--- src/rtl/wdt_pretimer.sv ---
module wdt_pretimer #(
  parameter int CNT_W   = 32,
  parameter int ADDR_W  = 8,
  parameter int RATIO_W = 3
) (
  input  logic              clk,
  input  logic              rst_n,
  input  logic              ref_tick,
  input  logic [ADDR_W-1:0] bus_addr,
  input  logic              bus_we,
  input  logic [31:0]       bus_wdata,
  output logic [31:0]       bus_rdata,
  output logic              pre_irq,
  output logic              wd_irq,
  output logic              sys_rst_req
);

  localparam int PS_W      = (1 << RATIO_W) - 1;
  localparam int RATIO_LSB = 16;
  localparam logic [CNT_W-1:0] CNT_MAX = '1;
  localparam logic [CNT_W-1:0] CNT_ONE = CNT_W'(1);
  localparam logic [31:0] CTRL_MASK =
    32'h0000_1504 | (((32'd1 << RATIO_W) - 32'd1) << RATIO_LSB);

  localparam logic [ADDR_W-1:0] OFS_CTRL  = ADDR_W'('h00);
  localparam logic [ADDR_W-1:0] OFS_STAT  = ADDR_W'('h04);
  localparam logic [ADDR_W-1:0] OFS_PRE   = ADDR_W'('h1C);
  localparam logic [ADDR_W-1:0] OFS_WD    = ADDR_W'('h34);
  localparam logic [ADDR_W-1:0] OFS_RSTEN = ADDR_W'('h40);
  localparam logic [ADDR_W-1:0] OFS_RMASK = ADDR_W'('h44);

  logic [31:0]        ctrl_q;
  logic [CNT_W-1:0]   wd_cnt, pre_cnt;
  logic [PS_W-1:0]    ps_cnt;
  logic               wd_flag, pre_flag, rst_en_q, mask_q;

  wire wr_ctrl  = bus_we && (bus_addr == OFS_CTRL);
  wire wr_stat  = bus_we && (bus_addr == OFS_STAT);
  wire wr_pre   = bus_we && (bus_addr == OFS_PRE);
  wire wr_wd    = bus_we && (bus_addr == OFS_WD);
  wire wr_rsten = bus_we && (bus_addr == OFS_RSTEN);
  wire wr_rmask = bus_we && (bus_addr == OFS_RMASK);

  wire wd_run    = ctrl_q[8];
  wire pre_run   = ctrl_q[2];
  wire wd_fixed  = ctrl_q[10];
  wire pre_fixed = ctrl_q[12];
  wire [RATIO_W-1:0] ratio = ctrl_q[RATIO_LSB +: RATIO_W];

  wire [PS_W-1:0] ps_mask = ~({PS_W{1'b1}} << ratio);
  wire ps_tick  = &(ps_cnt | ~ps_mask);
  wire wd_tick  = wd_fixed  ? ref_tick : ps_tick;
  wire pre_tick = pre_fixed ? ref_tick : ps_tick;

  wire wd_step  = wd_run  && wd_tick  && (wd_cnt  != '0) && !wr_wd;
  wire pre_step = pre_run && pre_tick && (pre_cnt != '0) && !wr_pre;
  wire wd_hit   = wd_step  && (wd_cnt  == CNT_ONE);
  wire pre_hit  = pre_step && (pre_cnt == CNT_ONE);

  always_ff @(posedge clk or negedge rst_n)
    if (!rst_n)       ctrl_q <= '0;
    else if (wr_ctrl) ctrl_q <= bus_wdata & CTRL_MASK;

  always_ff @(posedge clk or negedge rst_n)
    if (!rst_n) ps_cnt <= '0;
    else        ps_cnt <= ps_cnt + 1'b1;

  always_ff @(posedge clk or negedge rst_n)
    if (!rst_n)       wd_cnt <= CNT_MAX;
    else if (wr_wd)   wd_cnt <= bus_wdata[CNT_W-1:0];
    else if (wd_step) wd_cnt <= wd_cnt - 1'b1;

  always_ff @(posedge clk or negedge rst_n)
    if (!rst_n)        pre_cnt <= CNT_MAX;
    else if (wr_pre)   pre_cnt <= bus_wdata[CNT_W-1:0];
    else if (pre_step) pre_cnt <= pre_cnt - 1'b1;

  always_ff @(posedge clk or negedge rst_n)
    if (!rst_n) begin
      wd_flag  <= 1'b0;
      pre_flag <= 1'b0;
      wd_irq   <= 1'b0;
      pre_irq  <= 1'b0;
    end else begin
      wd_flag  <= wd_hit  | (wd_flag  & ~(wr_stat & ~bus_wdata[31]));
      pre_flag <= pre_hit | (pre_flag & ~(wr_stat & ~bus_wdata[8]));
      wd_irq   <= wd_hit;
      pre_irq  <= pre_hit;
    end

  always_ff @(posedge clk or negedge rst_n)
    if (!rst_n) begin
      rst_en_q <= 1'b0;
      mask_q   <= 1'b1;
    end else begin
      if (wr_rsten) rst_en_q <= bus_wdata[8];
      if (wr_rmask) mask_q   <= bus_wdata[10];
    end

  always_ff @(posedge clk or negedge rst_n)
    if (!rst_n) sys_rst_req <= 1'b0;
    else        sys_rst_req <= rst_en_q && !mask_q && wd_run && wd_flag;

  always_comb begin
    case (bus_addr)
      OFS_CTRL:  bus_rdata = ctrl_q;
      OFS_STAT:  bus_rdata = {wd_flag, 22'd0, pre_flag, 8'd0};
      OFS_PRE:   bus_rdata = 32'(pre_cnt);
      OFS_WD:    bus_rdata = 32'(wd_cnt);
      OFS_RSTEN: bus_rdata = {23'd0, rst_en_q, 8'd0};
      OFS_RMASK: bus_rdata = {21'd0, mask_q, 10'd0};
      default:   bus_rdata = '0;
    endcase
  end

endmodule

--- config.mk ---
export PLATFORM = sky130hd
export DESIGN_NAME = wdt_pretimer
export DESIGN_NICKNAME = d
export VERILOG_FILES = /design/src/rtl/wdt_pretimer.sv
export SDC_FILE = /design/constraint.sdc
export NUM_CORES = 1
export LEC_CHECK = 0
export ABC_AREA = 1
export ABC_CLOCK_PERIOD_IN_PS = 1900
export CAP_MARGIN = 15
export CORE_ASPECT_RATIO = 0.75
export CORE_UTILIZATION = 48
export CTS_BUF_LIST = sky130_fd_sc_hd__clkbuf_8
export DETAILED_ROUTE_END_ITERATION = 10
export GPL_TIMING_DRIVEN = 0
export PLACE_DENSITY = 0.7
export SLEW_MARGIN = 0
export SYNTH_ARGS = -nofsm -noshare
export SYNTH_HDL_FRONTEND = slang
export SYNTH_SLANG_ARGS = --single-unit
--- constraint.sdc ---
create_clock -name clk -period 1.9 [get_ports clk]
set_clock_uncertainty 0.1 [all_clocks]
set_input_delay 0.285 -clock clk [delete_from_list [all_inputs] [get_ports clk]]
set_output_delay 0.285 -clock clk [all_outputs]
set_load 0.03 [all_outputs]
Word-level counts from Yosys, hierarchy flattened --
Cells that the tools add are included.
Word-level totals: word-level logic and storage cells 68, bits of input ports 44, register bits 85
Operators by class: reductions and logical operators 26, add/subtract/negate cells 3, eq/ne operators 7, bitwise logic cells 13, mux-type cells 7, shift-type cells 1
Operator list (count):
- $pmux 32 s6 | 1
- $mux 32 | 4
- $eq 32x1->1 const B | 2
- $reduce_bool 32->1 | 2
- $sub 32x1->32 const B | 2
- $logic_and 1x1->1 | 17
- $eq 8x7->1 const B | 2
- $not 7->7 | 2
- $eq 8x3->1 const B | 1
- $eq 8x5->1 const B | 1
- $eq 8x6->1 const B | 1
- $logic_not 8->1 | 1
- $add 7x1->7 const B | 1
- $or 7x7->7 | 1
- $reduce_and 7->1 | 1
- $shl 7x3->7 const A | 1
- $and 1x1->1 | 4
- $not 1->1 | 4
- $reduce_bool 2->1 | 2
- $logic_not 1->1 | 3
- $mux 1 | 2
- $or 1x1->1 | 2

Logic depth before layout (Yosys ltp) --
depth after elaboration 11, mapped depth 12, mapped depth without buffers 12

Worst setup path after synthesis --
Ideal clock, no wire load.
path kind input-to-output, start input port bus_addr[6], end output port bus_rdata[11], data required time 1.515 ns, path buffers 1, stages on the path 6, path slack -0.134 ns, arrival time 1.649 ns, cell sequence inv_1 -> nand2_1 -> nor3_2 -> nand2_1 -> clkbuf_1 -> o21ai_0
On the way: word-level cells in the longest chain between the ends 2, elaborated cells on any way between the ends 7, those cells by class 5 x eq/ne; 1 x mux; 1 x reduce/logical
Ends and longest elaborated chain:
- start: declaration | RTL line 9 | input logic [ADDR_W-1:0] bus_addr,
- $eq 8x7->1 (tied with other cells) | RTL line 105 | case (bus_addr)
- $pmux 32 s6 * | RTL line 105
- end: declaration | RTL line 12 | output logic [31:0] bus_rdata,
Mark *: on every way between the ends. The rest lies on a longest branch, timed or not.

Worst setup path in the final report --
start input port bus_addr[0], end output port bus_rdata[12]
The elaborated chain is that of the path after synthesis.

==> summary.md <==
| Metric | Value |
|---|---|
| Failing checks | DRC, setup timing |
| TritonCTS clock tree | yes |
| Initial Utilization | 0.5022 |
| Crit path time final | 2.043 ns |
| Sequential fraction of the synthesis area | 0.3310 |
| Leakage | 0.004322 µW |
| Cell count after placement | 1,252 |
| Root buf cell | clkbuf_8 |
| GRT overflow | 0 |
| Kind of critical path | in2out |
| Final Instance Area | 0.009460 mm² |
| CP endpoint kind | primary output |
| Final Instance Count excl. Fillers | 1,329 |
| Vias in the first global route | 7,120 |
| Max-slew headroom | 0.4536 |
| Share of cells above drive strength 1 | 0.3333 |
| Gr usage total | 0.3632 |
| Die Span Y | 104.1 µm |
| Slew Viols, Final | 0 |
| First-pass GRT wire length | 39.57 mm |
| Final setup violation count | 71 |
| Maximum capacitance violations | 0 |
| Crit path launch type | input pin |
| Die area | 0.01438 mm² |
| Status | finished with violations |
| Drt pass-1 iters | 8 |
| Standard-cell rows | 36 |
| Crit path required time | 1.51 ns |
| Drt drc | 4 |
| Synth warn | 0 |
| Most common cell after layout, fill and taps aside | nand2_1 |
| Reg2Reg Setup Slack | -0.13 ns |
| Clk slew on worst S/H paths | 0.09 ns |
| Post-Syn Area | 0.006673 mm² |
| Routed WL per cell | 20.81 µm |
| Die Width | 138.1 µm |
| Setup TNS Final | -3.640 ns |
| RSZ-0062 raised after global routing | yes |
| Final HPWL DP | 19.13 mm |
| Inserted Diodes | 0 |
| H-tree levels | 3 |
| Arrival @ worst endpoint | 1.66 ns |
| DR vias/cell | 5.899 |
| Post-route setup slack | -0.1427 ns |
| Port Buf Inserts | 77 |
| Area grow syn2layout | 41.78% |
| Biggest area consumer among synthesized cells | dfstp_2 |
| Cell count after synthesis | 1,003 |
| Syn_area_per_cell | 6.653 µm² |
| Clk buf depth | 2 |
| P per Cell Area | 869.9 mW/mm² |
| GP Congestion | 1.009 |
| Tcrit/Tclk final | 1.075 |
| Core area | 0.01329 mm² |
| Total length of routed wires | 27.65 mm |
| Detailed-route via count | 7,840 |
| Synth top area cells | dfstp_2, nand2_1, nand3_1 |
| Clock latency at the later pin of the worst-skew pair | 0.41 ns |
| Commonest non-fill, non-tap cells in the layout | nand2_1, nand3_1, nor2_1 |
| Largest net degree at the start of global routing | 63 |
| Antenna viol nets, final | 0 |
| Num CTS Buffers | 9 |
| CP Max Fanout | 5 |
| Synth top area share | 0.2560 |
| Area post-placement | 0.007707 mm² |
| Initial drt markers | 1,039 |
| Antenna violations before repair | 0 |
| Peak VDD IR | 0.0007522 V |
| Hold_ws | 0.1805 ns |
| Worst Max-Slew Pin Slew | 0.8196 ns |
| F_max | 0.4896 GHz |
| Hold Crit Class | in2reg |
| Yosys reg bits | 85 |
| Synth unique cells | 39 |
| Syn nets | 1,054 |
| Final Hold Fails | 0 |
| CTS Sinks | 85 |
| Io pins | 79 |
| NumNets Final | 1,204 |
==> repair_timing <==
item,4_1_cts,5_1_grt
endpoints found under the hold margin,23,0
pin swaps,21,34
cloned,3,6
gates resized for setup,340,131
buffers inserted,31,20
hold buffers,1,0
endpoints found under the setup margin,81,96
==> final timing paths <==
| kind | to | start | cells past startpoint |
|---|---|---|---|
| setup / recovery | bus_rdata[12] | bus_addr[0] | 9 |
| hold / removal | rst_en_q | bus_we | 2 |
| setup reg to reg | pre_cnt[27] | pre_cnt[1] | 10 |
| hold reg to reg | ps_cnt[5] | ps_cnt[5] | 1 |
| max in group asynchronous | wd_cnt[2] | rst_n | 3 |
| min in group asynchronous | pre_irq | rst_n | 2 |
==> critical path: stages <==
cell,delay [ns]
buf_6,0.10
inv_4,0.05
nand2_4,0.06
buf_6,0.12
nor3_4,0.24
nand2_4,0.14
clkbuf_16,0.19
o211ai_1,0.25
buf_4,0.21
==> flip-flops by register name, summed over array words and instances (netlist names), 7 cells and up <==
register	cells
pre_cnt	32
ps_cnt	7
ctrl_q	7
wd_cnt	32
==> layer usage <==
layer  vias up  track usage  routed length (µm)
met5         -            0                   0
met4         0       0.1645                1342
met3       112      0.08287                3080
met2       527       0.5401               11820
met1      3655       0.5022               11410
li1       3546            -                   -
==> report_power, final <==
part / switching, µW / internal, µW / total (µW)
sequential: 377 / 2290 / 2670
combinational: 2650 / 1390 / 4040
clock: 774 / 747 / 1520
total: 3800 / 4430 / 8230
==> cell usage after synthesis <==
| library cell | count |
|---|---|
| nor3b_1 | 2 |
| nor2_2 | 15 |
| nand4_1 | 13 |
| o21bai_1 | 3 |
| nand3_1 | 147 |
| nor3_4 | 1 |
| nor2_4 | 5 |
| nor3_2 | 2 |
| clkinv_1 | 1 |
| nand2_1 | 293 |
| nand3_4 | 3 |
| mux2_2 | 2 |
| buf_6 | 6 |
| dfrtp_1 | 20 |
| nor2_1 | 114 |
| dfstp_2 | 65 |
| xor2_1 | 35 |
| inv_2 | 7 |
| nand2_2 | 15 |
| o21ai_0 | 45 |
| o22ai_1 | 23 |
| o2111ai_1 | 1 |
| buf_4 | 6 |
| nor3_1 | 6 |
| a31oi_1 | 1 |
| o21ai_2 | 12 |
| o211ai_1 | 1 |
| o21bai_2 | 1 |
| o21ai_1 | 9 |
| o221ai_1 | 5 |
| ha_1 | 7 |
| xnor2_1 | 1 |
| buf_1 | 5 |
| buf_2 | 11 |
| a21oi_1 | 4 |
| inv_1 | 105 |
| clkbuf_1 | 7 |
| nand2_4 | 3 |
| nor4_1 | 1 |
==> kinds of logic after synthesis <==
kind of cell / after synthesis / share of synthesized area
buffers and inverters: 148 / 0.09544
AND/OR/NAND/NOR: 620 / 0.4140
flip-flops: 85 / 0.3310
multiplexers: 2 / 0.003375
AO/OA/AOI/OAI: 105 / 0.09582
XOR/XNOR: 36 / 0.04725
adder cells (fa/ha/maj): 7 / 0.01313
==> stage by stage <==
| stage | worst slack (ns) | power (µW) | util |
|---|---|---|---|
| floorplan | -0.1342 | 4857 | - |
| global placement | -2.664 | 5733 | 0.5782 |
| detailed placement | -1.295 | 5776 | 0.5800 |
| CTS | 0.00001243 | 7559 | 0.6491 |
| global route | -0.2347 | 8670 | 0.7120 |
| finish | -0.1427 | 8230 | 0.7120 |
==> final cells by class <==
class	instances	area [µm²]
inverters	113	455.4
clock buffers	9	123.9
flip-flops and latches	85	2211
fillers	1000	3827
multi-input cells	770	4546
well taps	171	214.0
plain buffers	35	331.6
repair buffers	139	1480
clock inverters	7	98.84
(Power assumes the default switching activity.)
